## src/rtl/sclr_pkg.sv

```systemverilog
package sclr_pkg;

    localparam int WORD_W     = 32;
    localparam int SEL_W      = 2;
    localparam int ERR_N      = 24;
    localparam int ST_FRAME   = 0;
    localparam int ST_TMO     = 1;
    localparam int ST_ERR0    = 2;
    localparam int STAT_W     = ST_ERR0 + ERR_N;
    localparam int CMD_START  = 0;
    localparam int CMD_SRST   = 1;
    localparam int TMO_VAL_W  = 16;
    localparam int TMO_DIV_W  = 4;
    localparam int TMO_DIV_LSB = 16;
    localparam int TMO_EN_BIT = 31;
    localparam int SRST_CYCLES = 8;

    typedef enum logic [SEL_W-1:0] {
        SEL_CMD   = 2'd0,
        SEL_IEN   = 2'd1,
        SEL_ISTAT = 2'd2,
        SEL_WDOG  = 2'd3
    } reg_sel_e;

    typedef struct packed {
        logic                 en;
        logic [TMO_DIV_W-1:0] div;
        logic [TMO_VAL_W-1:0] val;
    } wdog_cfg_t;

    function automatic wdog_cfg_t wdog_unpack(input logic [WORD_W-1:0] w);
        wdog_cfg_t c;
        c.en  = w[TMO_EN_BIT];
        c.div = w[TMO_DIV_LSB +: TMO_DIV_W];
        c.val = w[TMO_VAL_W-1:0];
        return c;
    endfunction

    function automatic logic [WORD_W-1:0] wdog_pack(input wdog_cfg_t c);
        logic [WORD_W-1:0] w;
        w = '0;
        w[TMO_EN_BIT]                 = c.en;
        w[TMO_DIV_LSB +: TMO_DIV_W]   = c.div;
        w[TMO_VAL_W-1:0]              = c.val;
        return w;
    endfunction

endpackage

```

## src/rtl/sclr_reset_seq.sv

```systemverilog
module sclr_reset_seq #(
    parameter int CYCLES = 8
) (
    input  logic clk,
    input  logic rst,
    input  logic req,
    output logic busy
);
    localparam int CNT_W = $clog2(CYCLES + 1);

    logic [CNT_W-1:0] cnt_q;

    always_ff @(posedge clk) begin
        if (rst) begin
            cnt_q <= '0;
        end else if (req && cnt_q == '0) begin
            cnt_q <= CNT_W'(CYCLES);
        end else if (cnt_q != '0) begin
            cnt_q <= cnt_q - 1'b1;
        end
    end

    assign busy = (cnt_q != '0);
endmodule

```

## src/rtl/sclr_wdog.sv

```systemverilog
module sclr_wdog
    import sclr_pkg::*;
(
    input  logic      clk,
    input  logic      rst,
    input  logic      clear,
    input  logic      arm,
    input  wdog_cfg_t cfg,
    input  logic      stop,
    output logic      expire,
    output logic      armed
);
    localparam int PRE_W = (1 << TMO_DIV_W) - 1;

    logic [TMO_VAL_W-1:0] cnt_q;
    logic [PRE_W-1:0]     pre_q;
    logic [TMO_DIV_W-1:0] div_q;
    logic                 armed_q;
    logic [PRE_W:0]       limit;
    logic                 tick;
    logic                 last;

    always_comb begin
        limit  = ({{PRE_W{1'b0}}, 1'b1} << div_q) - 1'b1;
        tick   = armed_q && ({1'b0, pre_q} == limit);
        last   = (cnt_q >> 1) == '0;
        expire = tick && last && !stop && !clear && !arm;
    end

    always_ff @(posedge clk) begin
        if (rst || clear) begin
            armed_q <= 1'b0;
            cnt_q   <= '0;
            pre_q   <= '0;
            div_q   <= '0;
        end else if (arm) begin
            armed_q <= cfg.en;
            cnt_q   <= cfg.val;
            div_q   <= cfg.div;
            pre_q   <= '0;
        end else if (armed_q) begin
            if (stop) begin
                armed_q <= 1'b0;
            end else if (tick) begin
                pre_q <= '0;
                if (last) armed_q <= 1'b0;
                else      cnt_q   <= cnt_q - 1'b1;
            end else begin
                pre_q <= pre_q + 1'b1;
            end
        end
    end

    assign armed = armed_q;
endmodule

```

## src/rtl/sclr_irq_stat.sv

```systemverilog
module sclr_irq_stat #(
    parameter int W = 26
) (
    input  logic         clk,
    input  logic         rst,
    input  logic         clear,
    input  logic [W-1:0] set_vec,
    input  logic         w1c_en,
    input  logic [W-1:0] w1c_mask,
    output logic [W-1:0] stat
);
    logic [W-1:0] stat_q;

    for (genvar i = 0; i < W; i++) begin : g_bit
        always_ff @(posedge clk) begin
            if (rst || clear)
                stat_q[i] <= 1'b0;
            else if (set_vec[i])
                stat_q[i] <= 1'b1;
            else if (w1c_en && w1c_mask[i])
                stat_q[i] <= 1'b0;
        end
    end

    assign stat = stat_q;
endmodule

```

## src/rtl/sclr_ctrl_regs.sv

```systemverilog
module sclr_ctrl_regs
    import sclr_pkg::*;
(
    input  logic              clk,
    input  logic              rst,
    input  logic              bus_wen,
    input  logic [SEL_W-1:0]  bus_addr,
    input  logic [WORD_W-1:0] bus_wdata,
    output logic [WORD_W-1:0] bus_rdata,
    input  logic              evt_frame_end,
    input  logic [ERR_N-1:0]  evt_err,
    output logic              start_pulse,
    output logic              eng_reset,
    output logic              irq
);
    reg_sel_e          sel;
    logic              busy;
    logic              wr_cmd;
    logic              rst_req;
    logic              start_req;
    logic              clr_all;
    logic              tmo_expire;
    logic              wd_armed;
    logic [WORD_W-1:0] ien_q;
    wdog_cfg_t         wdog_q;
    logic              start_q;
    logic [STAT_W-1:0] set_vec;
    logic [STAT_W-1:0] stat;
    logic [WORD_W-1:0] stat_word;

    assign sel       = reg_sel_e'(bus_addr);
    assign wr_cmd    = bus_wen && (sel == SEL_CMD) && !busy;
    assign rst_req   = wr_cmd && bus_wdata[CMD_SRST];
    assign start_req = wr_cmd && bus_wdata[CMD_START] && !bus_wdata[CMD_SRST];
    assign clr_all   = rst_req || busy;

    sclr_reset_seq #(.CYCLES(SRST_CYCLES)) u_rst_seq (
        .clk  (clk),
        .rst  (rst),
        .req  (rst_req),
        .busy (busy)
    );

    sclr_wdog u_wdog (
        .clk    (clk),
        .rst    (rst),
        .clear  (clr_all),
        .arm    (start_req),
        .cfg    (wdog_q),
        .stop   (evt_frame_end),
        .expire (tmo_expire),
        .armed  (wd_armed)
    );

    always_comb begin
        set_vec                   = '0;
        set_vec[ST_FRAME]         = evt_frame_end;
        set_vec[ST_TMO]           = tmo_expire;
        set_vec[ST_ERR0 +: ERR_N] = evt_err;
    end

    sclr_irq_stat #(.W(STAT_W)) u_stat (
        .clk      (clk),
        .rst      (rst),
        .clear    (clr_all),
        .set_vec  (set_vec),
        .w1c_en   (bus_wen && sel == SEL_ISTAT),
        .w1c_mask (bus_wdata[STAT_W-1:0]),
        .stat     (stat)
    );

    always_ff @(posedge clk) begin
        if (rst) begin
            ien_q   <= '0;
            wdog_q  <= '0;
            start_q <= 1'b0;
        end else begin
            start_q <= start_req;
            if (bus_wen && sel == SEL_IEN)  ien_q  <= bus_wdata;
            if (bus_wen && sel == SEL_WDOG) wdog_q <= wdog_unpack(bus_wdata);
        end
    end

    assign stat_word = WORD_W'(stat);

    always_comb begin
        bus_rdata = '0;
        unique case (sel)
            SEL_CMD:   bus_rdata[CMD_SRST] = busy;
            SEL_IEN:   bus_rdata = ien_q;
            SEL_ISTAT: bus_rdata = stat_word;
            SEL_WDOG:  bus_rdata = wdog_pack(wdog_q);
            default:   bus_rdata = '0;
        endcase
    end

    assign start_pulse = start_q;
    assign eng_reset   = busy;
    assign irq         = |(stat_word & ien_q);
endmodule

```

## config.mk

```make
export PLATFORM = sky130hd
export DESIGN_NAME = sclr_ctrl_regs
export DESIGN_NICKNAME = d
export VERILOG_FILES = /design/src/rtl/sclr_pkg.sv /design/src/rtl/sclr_reset_seq.sv /design/src/rtl/sclr_wdog.sv /design/src/rtl/sclr_irq_stat.sv /design/src/rtl/sclr_ctrl_regs.sv
export SDC_FILE = /design/constraint.sdc
export NUM_CORES = 1
export LEC_CHECK = 0
export BUFFER_PORTS_ARGS = -buffer_cell sky130_fd_sc_hd__buf_2
export CAP_MARGIN = 25
export CORE_ASPECT_RATIO = 2
export CORE_MARGIN = 2
export CORE_UTILIZATION = 30
export DETAILED_ROUTE_END_ITERATION = 6
export PLACE_DENSITY = 0.51
export SLEW_MARGIN = 15
export SYNTH_ARGS = -nofsm -noshare
export SYNTH_HDL_FRONTEND = slang
export SYNTH_SLANG_ARGS = --single-unit
```

## constraint.sdc

```tcl
create_clock -name clk -period 3.01 [get_ports clk]
set_input_delay 0.301 -clock clk [delete_from_list [all_inputs] [get_ports clk]]
set_output_delay 0.301 -clock clk [all_outputs]
set_load 0.01 [all_outputs]
```

==> qor.json, run 1 <==
{
  "post-place-cells": 1125,
  "layout.filler_cells": 2217,
  "ys_warn_count": 0,
  "count_of_port_buffers_added_during_placement": 96,
  "cp.buffers_inverters": 1,
  "worst_skew_pair.late_latency_ps": 410,
  "critical_path.cell_chain": "nor3_2, nand2_1, ha_2, or4bb_1, a21oi_2, o21a_1, o2111ai_2, or2_4, nor2_2, a21o_1, buf_12, nor2_1",
  "grt_pass1_vias": 5968,
  "yosys_register_bits": 120,
  "hold_buffers": 0,
  "drc_viols": 0,
  "worst_ep_required_time_ps": 3320,
  "worst_path_dominant_cell_family": "simple AND/OR/NAND/NOR gates",
  "share_of_flip_flops_with_an_asynchronous_set_or_reset_after_synthesis": 0,
  "yosys.cell_count.top_type": "sky130_fd_sc_hd__nand2_1",
  "postSynthNetCount": 854,
  "finalNonFillerCells": 1157,
  "multi_input_comb_area_mm2": 0.00346,
  "setup.worst_path.class": "reg2reg",
  "area_growth_pct": 25.0,
  "rows": 73,
  "tritoncts.num_buffers": 17,
  "final.period_utilization": 0.941,
  "worst_voltage_drop_across_the_vdd_grid_mv": 0.368,
  "core-area_mm2": 0.0199,
  "detail_route.iter0.violations": 261,
  "critical_path_peak_fanout": 12,
  "yosysTopAreaCell": "sky130_fd_sc_hd__dfxtp_1",
  "grt_start_max_net_pins": 48,
  "synthMuxAreaShare": 0.0505,
  "insertedDiodeCount": 0,
  "dr.pass1.iters": 4,
  "grt_first_pass_wirelength_um": 32100,
  "final-seq-area_mm2": 0.00240,
  "post_synth.cell_area_avg_um2": 7.72,
  "syn_area_mm2": 0.00607,
  "leakagePower_nw": 2.97,
  "synth_flop_cell": "sky130_fd_sc_hd__dfxtp_1",
  "pwr_total_mw": 4.76,
  "ctsRootBufferMaster": "sky130_fd_sc_hd__clkbuf_16",
  "finish.net_count": 949,
  "drv_cap": 0,
  "top_level_ports": 97,
  "postSynthCellCount": 787,
  "setup_total_negative_slack_ps": 0,
  "grt_setup_unrepaired": "false",
  "synthDistinctLibCells": 63,
  "period_needed_ps": 2830,
  "cts_repair_resize_count": 0,
  "dpl-instance-area_mm2": 0.00701,
  "finalInstanceArea_mm2": 0.00760,
  "antenna_found_initial": 0,
  "combinational_family_with_the_most_area_after_synthesis": "simple AND/OR/NAND/NOR gates",
  "maxSlewViolCount": 0,
  "synth_edf_count": 0,
  "drt-total-wl_um": 20200,
  "synth_top_cells_by_count": "sky130_fd_sc_hd__nand2_1, sky130_fd_sc_hd__dfxtp_1, sky130_fd_sc_hd__a21oi_1",
  "max-slew-margin-rel": 0.571,
  "synth-compound-area-share": 0.198,
  "die_w_um": 105,
  "run_status": "complete, no violations",
  "post_drt_wl_per_cell_um": 17.4,
  "worst_setup_path_start_kind": "flop",
  "die_h_um": 205,
  "clk_pin_slew_ps": 60,
  "slowest_stage": "sky130_fd_sc_hd__or4bb_1",
  "initial_core_utilization": 0.305,
  "setup_viol": 0,
  "yosysSeqAreaShare": 0.395,
  "ctsHtreeMaxLevel": 4,
  "synth_top_cell_area_share": 0.395,
  "timing.critical_path.slowest_cell_delay_ps": 530,
  "synth_fa_ha_area_frac": 0.0103,
  "synth_area_leaders": "sky130_fd_sc_hd__dfxtp_1, sky130_fd_sc_hd__nand2_1, sky130_fd_sc_hd__a21oi_1, sky130_fd_sc_hd__a22o_1, sky130_fd_sc_hd__nor2_1",
  "via_count": 5920,
  "gr-total-overflow": 0,
  "max_clock_freq_mhz": 353,
  "antenna_violating_nets_post_route": 0,
  "cts_tree": "built",
  "numClockSinks": 120,
  "grtUsageTotal": 0.193,
  "worst-endpoint-arrival_ps": 3140,
  "end_kind": "flop",
  "viasPerCell": 5.12,
  "synth-xor-area-share": 0.0418,
  "design.die.area_mm2": 0.0215,
  "skew_ps": 5.89,
  "finalWeightedCongestion": 0.888,
  "fin_util": 0.381,
  "post-cts-setup-buffers": 0,
  "drive_gt1_frac": 0.223,
  "synth_simple_gate_area_share": 0.263,
  "timing_worst_slew_pin_value_ps": 638,
  "cts.path.max_buffers": 2,
  "post-dp-hpwl_um": 15100,
  "timing_hold_violations_final": 0,
  "power-per-cell-area_mw_per_mm2": 626,
  "hold_class": "in2reg"
}
-- worst paths after layout --
path	slack (ps)	end	startpoint	cells after the start
max	180	u_wdog.pre_q[14]	u_wdog.div_q[1]	12
min reg2reg	450	ien_q[27]	ien_q[27]	2
min	90	u_stat.stat[8]	evt_err[6]	3
max reg2reg	180	u_wdog.pre_q[14]	u_wdog.div_q[1]	12
-- cell families after synthesis --
kind of cell             after synthesis
AO/OA/AOI/OAI                        195
AND/OR/NAND/NOR                      346
XOR/XNOR                              29
adder cells (fa/ha/maj)                5
multiplexers                          27
flip-flops                           120
buffers and inverters                 65
-- worst register-to-register path: cells and delay by family (launching register included) --
family	cells	cell delay [ps]
fa+ha+maj	1	250
simple gates	6	1370
flops	1	330
buf+inv	1	140
compound gates	4	640
-- stage by stage --
step	worst slack, ps	hold slack (ps)
3_5_place_dp	174	443
6_report	177	87.2
4_1_cts	162	75.8
3_3_place_gp	203	439
5_1_grt	1.95	77.3
2_1_floorplan	3.11	418
-- registers in the layout (all words and copies together) (netlist names) --
name / cells
ien_q: 32
u_stat.stat: 26
start_pulse: 1
u_wdog.pre_q: 15
u_wdog.armed: 1
u_rst_seq.cnt_q: 4
u_wdog.cnt_q: 16
wdog_q: 21
u_wdog.div_q: 4
-- layout make-up --
class | instances | share of cell area
Multi-Input combinational cell | 602 | 0.456
Sequential cell | 120 | 0.316
Timing Repair Buffer | 130 | 0.102
Clock buffer | 23 | 0.0616
Tap cell | 262 | 0.0432
Clock inverter | 9 | 0.0161
Inverter | 11 | 0.00544
-- per-layer routing --
| metal | global-route usage | wire length [µm] | up-vias | part of all wire |
|---|---|---|---|---|
| met5 | 0 | 0 | - | 0 |
| met4 | 0.0924 | 715 | 0 | 0.035 |
| met3 | 0.0291 | 538 | 36 | 0.027 |
| met2 | 0.394 | 11900 | 136 | 0.59 |
| met1 | 0.181 | 7050 | 2817 | 0.35 |
| li1 | - | - | 2931 | - |
-- power by group --
part	total (mW)	internal, mW	switching (mW)
clock	2.06	1.34	0.720
sequential	1.86	1.74	0.124
combinational	0.837	0.353	0.484
total	4.76	3.43	1.33
-- placed cells by master, fill, tap and decap left out, drive strengths merged, types with 3 or more instances in the layout --
cell / netlist / final
nand2: 175 / 175
a21boi: 3 / 3
nand3: 14 / 14
nor2b: 8 / 8
xnor2: 15 / 15
nor3: 19 / 19
ha: 5 / 5
o21a: 3 / 3
and2: 10 / 10
mux2: 19 / 19
a22o: 28 / 28
clkbuf: 43 / 23
and3: 6 / 6
bufinv: 0 / 3
inv: 11 / 11
buf: 11 / 130
a22oi: 8 / 8
o22ai: 3 / 3
nor2: 64 / 64
mux2i: 7 / 7
nand2b: 6 / 6
a21oi: 104 / 104
a31oi: 4 / 4
nor4b: 3 / 3
clkinv: 0 / 5
or3: 7 / 7
xor2: 14 / 14
or4: 7 / 7
o211ai: 3 / 3
a221oi: 3 / 3
nor4: 6 / 6
or2: 3 / 3
nand4: 7 / 7
dfxtp: 120 / 120
o21ai: 22 / 22
Note: power is estimated with default switching activity, not from simulation.
==> run 2, diff against run 1 <==
Settings changed: ABC_AREA set to 1, SKIP_CTS_REPAIR_TIMING set to 1.
==> run 2 against run 1 <==
Die area is 4.7% higher. Setup slack better by 180 ps. Cell count is 14% higher. Largest cell class unchanged. Via count is 8.2% higher. Sequential share of layout area is 0.51 points lower. Sequential cell count stayed put.
==> qor.json, run 2 <==
{
  "run_status": "complete, no violations",
  "setup_total_negative_slack_ps": 0,
  "ctsRootBufferMaster": "sky130_fd_sc_hd__clkbuf_16",
  "share_of_flip_flops_with_an_asynchronous_set_or_reset_after_synthesis": 0,
  "grt_start_max_net_pins": 51,
  "hold-path-cell-count": 3,
  "yosys.cell_count.top_type": "sky130_fd_sc_hd__nand2_1",
  "count_of_port_buffers_added_during_placement": 96,
  "post-place-cells": 1285,
  "skew_ps": 6.07,
  "finalWeightedCongestion": 0.914,
  "die_w_um": 107,
  "critical_path_peak_fanout": 11,
  "grtUsageTotal": 0.192,
  "drt-total-wl_um": 21000,
  "drive_gt1_frac": 0.179,
  "antenna_violating_nets_post_route": 0,
  "finish.net_count": 1102,
  "fin_util": 0.369,
  "worst_skew_pair.late_latency_ps": 420,
  "via_count": 6407,
  "end_kind": "flop",
  "postSynthNetCount": 1007,
  "finalWorstSetupSlack_ps": 355,
  "worst_voltage_drop_across_the_vdd_grid_mv": 0.457,
  "worstRegToRegCells": 15,
  "setup.worst_path.class": "reg2reg",
  "grt_first_pass_wirelength_um": 33200,
  "synth_flop_cell": "sky130_fd_sc_hd__dfxtp_1",
  "worst_setup_path_start_kind": "flop",
  "max_clock_freq_mhz": 377,
  "area_growth_pct": 21.3,
  "post_synth.cell_area_avg_um2": 6.77,
  "max-slew-margin-rel": 0.368,
  "yosysTopAreaCell": "sky130_fd_sc_hd__dfxtp_1",
  "period_needed_ps": 2650,
  "synth_top_cell_area_share": 0.377,
  "largest_register": "ien_q",
  "timing_hold_violations_final": 0,
  "cts_tree": "built",
  "setup_viol": 0,
  "gr-total-overflow": 0,
  "postSynthCellCount": 940,
  "synth_top_cells_by_count": "sky130_fd_sc_hd__nand2_1, sky130_fd_sc_hd__nor2_1, sky130_fd_sc_hd__dfxtp_1",
  "synthDistinctLibCells": 44,
  "top_level_ports": 97,
  "worst-endpoint-arrival_ps": 2970,
  "min_from": "evt_err[12]",
  "dr.pass1.iters": 5,
  "synth_area_leaders": "sky130_fd_sc_hd__dfxtp_1, sky130_fd_sc_hd__nand2_1, sky130_fd_sc_hd__a21oi_1, sky130_fd_sc_hd__nor2_1, sky130_fd_sc_hd__inv_1",
  "grt_pass1_vias": 6298,
  "leakagePower_nw": 3.28,
  "grt_setup_unrepaired": "false",
  "timing_worst_slew_pin_value_ps": 947,
  "synth_edf_count": 0,
  "most_common_library_cell_in_the_layout_ignoring_fill_and_taps": "sky130_fd_sc_hd__nand2_1",
  "core-area_mm2": 0.0209,
  "antenna_found_initial": 0,
  "drv_cap": 0,
  "viasPerCell": 4.86,
  "most-common-layout-cells": "sky130_fd_sc_hd__nand2_1, sky130_fd_sc_hd__nor2_1, sky130_fd_sc_hd__dfxtp_1",
  "rows": 75,
  "yosysSeqAreaShare": 0.377,
  "syn_area_mm2": 0.00637,
  "maxSlewViolCount": 0,
  "ys_warn_count": 0,
  "hold_class": "in2reg",
  "initial_core_utilization": 0.304,
  "worst_ep_required_time_ps": 3320,
  "post_drt_wl_per_cell_um": 15.9,
  "pre_cts_ws_ps": 373,
  "post-dp-hpwl_um": 16200,
  "tritoncts.num_buffers": 17,
  "clk_pin_slew_ps": 60,
  "power-per-cell-area_mw_per_mm2": 622,
  "crit_start": "u_wdog.div_q[1]",
  "design.die.area_mm2": 0.0225,
  "detail_route.iter0.violations": 263,
  "flip_flop_count_of_the_largest_register_all_copies_and_words_added": 32,
  "insertedDiodeCount": 0,
  "final.period_utilization": 0.882,
  "ctsHtreeMaxLevel": 4,
  "numClockSinks": 120,
  "yosys_register_bits": 120,
  "drc_viols": 0,
  "finalNonFillerCells": 1317,
  "cts.path.max_buffers": 2,
  "reg2reg_from": "u_wdog.div_q[1]",
  "die_h_um": 210
}
## run 2: worst max-delay path, cell delays in order, from the launching register on
cell	delay [ps]
sky130_fd_sc_hd__dfxtp_1	450
sky130_fd_sc_hd__nor2_4	230
sky130_fd_sc_hd__nand2_1	100
sky130_fd_sc_hd__ha_1	220
sky130_fd_sc_hd__buf_4	170
sky130_fd_sc_hd__xor2_1	150
sky130_fd_sc_hd__o21ai_2	70
sky130_fd_sc_hd__nand2_1	100
sky130_fd_sc_hd__nor2_1	110
sky130_fd_sc_hd__nand2_1	80
sky130_fd_sc_hd__nor2_2	290
sky130_fd_sc_hd__nand3_4	130
sky130_fd_sc_hd__nand2_4	170
sky130_fd_sc_hd__inv_1	120
sky130_fd_sc_hd__nor2_1	110
sky130_fd_sc_hd__nor2_1	50
## run 2: layout make-up
type                       instances  area, µm²
clock buffer                      21        470
clock inverter                    11        145
fill                            2274      13200
inverter                         125        474
multi-input combinational        655       3260
sequential                       120       2400
tap                              269        337
timing repair buffer             116        631
## run 2: path summary, 6_finish.rpt
path | to | slack (ps)
max | u_wdog.cnt_q[0] | 360
min | u_stat.stat[14] | 100
max reg2reg | u_wdog.cnt_q[0] | 360
min reg2reg | ien_q[27] | 450
## run 2: logic make-up (layout without fill, tap and decap cells)
logic type / Yosys count / count (layout) / share of synthesized area
adder cells (fa/ha/maj): 5 / 5 / 0.00983
AND/OR/NAND/NOR: 416 / 416 / 0.290
buffers and inverters: 165 / 273 / 0.111
flip-flops: 120 / 120 / 0.377
AO/OA/AOI/OAI: 222 / 222 / 0.195
XOR/XNOR: 12 / 12 / 0.0165
## run 2: metrics by stage
stage | hold slack, ps | area (µm²) | total power [mW]
after floorplan | 370 | 6370 | 2.39
after global placement | 441 | 7100 | 2.71
after detailed placement | 446 | 7100 | 2.72
after CTS | 92.2 | 7720 | 4.85
after global routing | 107 | 7720 | 5.03
final | 97.0 | 7720 | 4.80
## run 2: power breakdown
part	switching (mW)	internal (mW)
registers	0.0945	1.74
clock network	0.761	1.37
logic	0.546	0.295
## run 2: per-layer routing
layer / global-route usage / part of all wire / vias to the layer above
li1: - / - / 3266
met5: 0 / 0 / -
met3: 0.0318 / 0.039 / 43
met1: 0.177 / 0.34 / 2927
met2: 0.389 / 0.58 / 171
met4: 0.0976 / 0.042 / 0
==> run 3, diff against run 2 <==
Settings changed: PLACE_DENSITY 0.51 to 0.5.
Clock period 3.01 ns to 2.6 ns, I/O delays scaled along.
==> run 3 against run 2 <==
First-iteration DRC count shrank 13%. Fmax grew 12%. Sequential power grew 16%. Wire length shrank 1.0%. Hold slack lost 39 ps. Sequential cell count is the same. Via count shrank 0.48%. Combinational power grew 17%. Cell count grew 0.84%. Register-to-register slack lost 130 ps. Critical path type unchanged.
==> qor.json, run 3 (synthesis gave the netlist of run 2 again) <==
{
  "top_level_ports": 97,
  "largest_register": "ien_q",
  "drt-total-wl_um": 20800,
  "cts_tree": "built",
  "post_drt_wl_per_cell_um": 15.7,
  "initial_core_utilization": 0.304,
  "numClockSinks": 120,
  "setup_total_negative_slack_ps": 0,
  "timing_hold_violations_final": 0,
  "period_needed_ps": 2370,
  "run_status": "complete, no violations",
  "leakagePower_nw": 3.36,
  "hold_class": "in2reg",
  "end_kind": "flop",
  "setup_viol": 0,
  "skew_ps": 7.65,
  "ctsRootBufferMaster": "sky130_fd_sc_hd__clkbuf_16",
  "post-dp-hpwl_um": 16100,
  "antenna_violating_nets_post_route": 0,
  "rows": 75,
  "drv_cap": 0,
  "critical_path_peak_fanout": 11,
  "final.period_utilization": 0.912,
  "detail_route.iter0.violations": 230,
  "ctsHtreeMaxLevel": 4,
  "finalWeightedCongestion": 0.935,
  "finish.net_count": 1113,
  "max-slew-margin-rel": 0.569,
  "clk_pin_slew_ps": 60,
  "worst_setup_path_start_kind": "flop",
  "worst_voltage_drop_across_the_vdd_grid_mv": 0.480,
  "drc_viols": 0,
  "drive_gt1_frac": 0.189,
  "timing.critical_path.slowest_cell_delay_ps": 360,
  "design.die.area_mm2": 0.0225,
  "timing_worst_slew_pin_value_ps": 641,
  "gr-total-overflow": 0,
  "cts.path.max_buffers": 2,
  "hold_ws_ps": 57.9,
  "worst-endpoint-arrival_ps": 2680,
  "worst_ep_required_time_ps": 2910,
  "viasPerCell": 4.80,
  "grt_pass1_vias": 6459,
  "tritoncts.num_buffers": 17,
  "critical_path_most_common_cell": "sky130_fd_sc_hd__nor2_1",
  "most-common-layout-cells": "sky130_fd_sc_hd__nand2_1, sky130_fd_sc_hd__nor2_1, sky130_fd_sc_hd__dfxtp_1",
  "dr.pass1.iters": 4,
  "flip_flop_count_of_the_largest_register_all_copies_and_words_added": 32,
  "die_h_um": 210,
  "antenna_found_initial": 0,
  "setup.worst_path.class": "reg2reg",
  "count_of_port_buffers_added_during_placement": 96,
  "max_clock_freq_mhz": 422,
  "die_w_um": 107,
  "core-area_mm2": 0.0209,
  "most_common_library_cell_in_the_layout_ignoring_fill_and_taps": "sky130_fd_sc_hd__nand2_1",
  "grtUsageTotal": 0.192,
  "critical_path.cell_chain": "nor2_8, nand3_1, ha_1, inv_1, nand2_1, nand3_1, nor2_1, nand3_1, nor2_1, nand2_1, nor2_2, nand3_4, nand2_4, inv_1, nor2_1, nor2_1",
  "worst_skew_pair.late_latency_ps": 420,
  "maxSlewViolCount": 0,
  "insertedDiodeCount": 0,
  "area_growth_pct": 23.6,
  "grt_setup_unrepaired": "false",
  "power-per-cell-area_mw_per_mm2": 716,
  "via_count": 6376,
  "layout.filler_cells": 2216,
  "grt_start_max_net_pins": 56,
  "grt_first_pass_wirelength_um": 33300,
  "slowest_stage": "sky130_fd_sc_hd__dfxtp_1"
}
## run 3: cell type report
| cell class | count | area, µm² | area share |
|---|---|---|---|
| Timing Repair Buffer | 127 | 758 | 0.0964 |
| Sequential cell | 120 | 2400 | 0.305 |
| Inverter | 125 | 474 | 0.0603 |
| Multi-Input combinational cell | 655 | 3270 | 0.415 |
| Tap cell | 269 | 337 | 0.0428 |
| Clock inverter | 12 | 163 | 0.0207 |
| Clock buffer | 20 | 467 | 0.0593 |
## run 3: stage by stage
step | total power, mW | utilization | area, µm² | worst slack [ps] | cells
after floorplan | 2.76 | - | 6370 | 332 | 940
after global placement | 3.14 | 0.344 | 7200 | 275 | 1295
after detailed placement | 3.15 | 0.344 | 7200 | 255 | 1295
after CTS | 5.68 | 0.374 | 7830 | 227 | 1327
after global routing | 5.90 | 0.376 | 7870 | 1.64 | 1328
final | 5.63 | 0.376 | 7870 | 229 | 1328
## run 3: power by group
group / total (mW) / leakage (nW) / switching, mW / internal, mW
Sequential: 2.13 / 0.977 / 0.113 / 2.01
Clock: 2.52 / 0.304 / 0.925 / 1.60
Combinational: 0.980 / 2.08 / 0.626 / 0.354
## run 3: per-layer routing
metal  wire length (µm)  GRT usage
met5                  0          0
met4                909      0.103
met1               7470      0.181
met3                640     0.0288
met2              11800      0.382
## run 3: worst max-delay path: cells and delay by family, from the launching register on
| kind | cells | cell delay (ps) |
|---|---|---|
| buffers and inverters | 2 | 160 |
| AND/OR/NAND/NOR | 13 | 1450 |
| adder cells (fa/ha/maj) | 1 | 300 |
| flip-flops | 1 | 360 |
## run 3: worst paths after layout
| kind | from | to | slack, ps | cells after the start |
|---|---|---|---|---|
| min | evt_err[14] | u_stat.stat[16] | 60 | 3 |
| max | u_wdog.div_q[3] | u_wdog.cnt_q[2] | 230 | 16 |
| max reg2reg | u_wdog.div_q[3] | u_wdog.cnt_q[2] | 230 | 16 |
| min reg2reg | ien_q[28] | ien_q[28] | 460 | 2 |
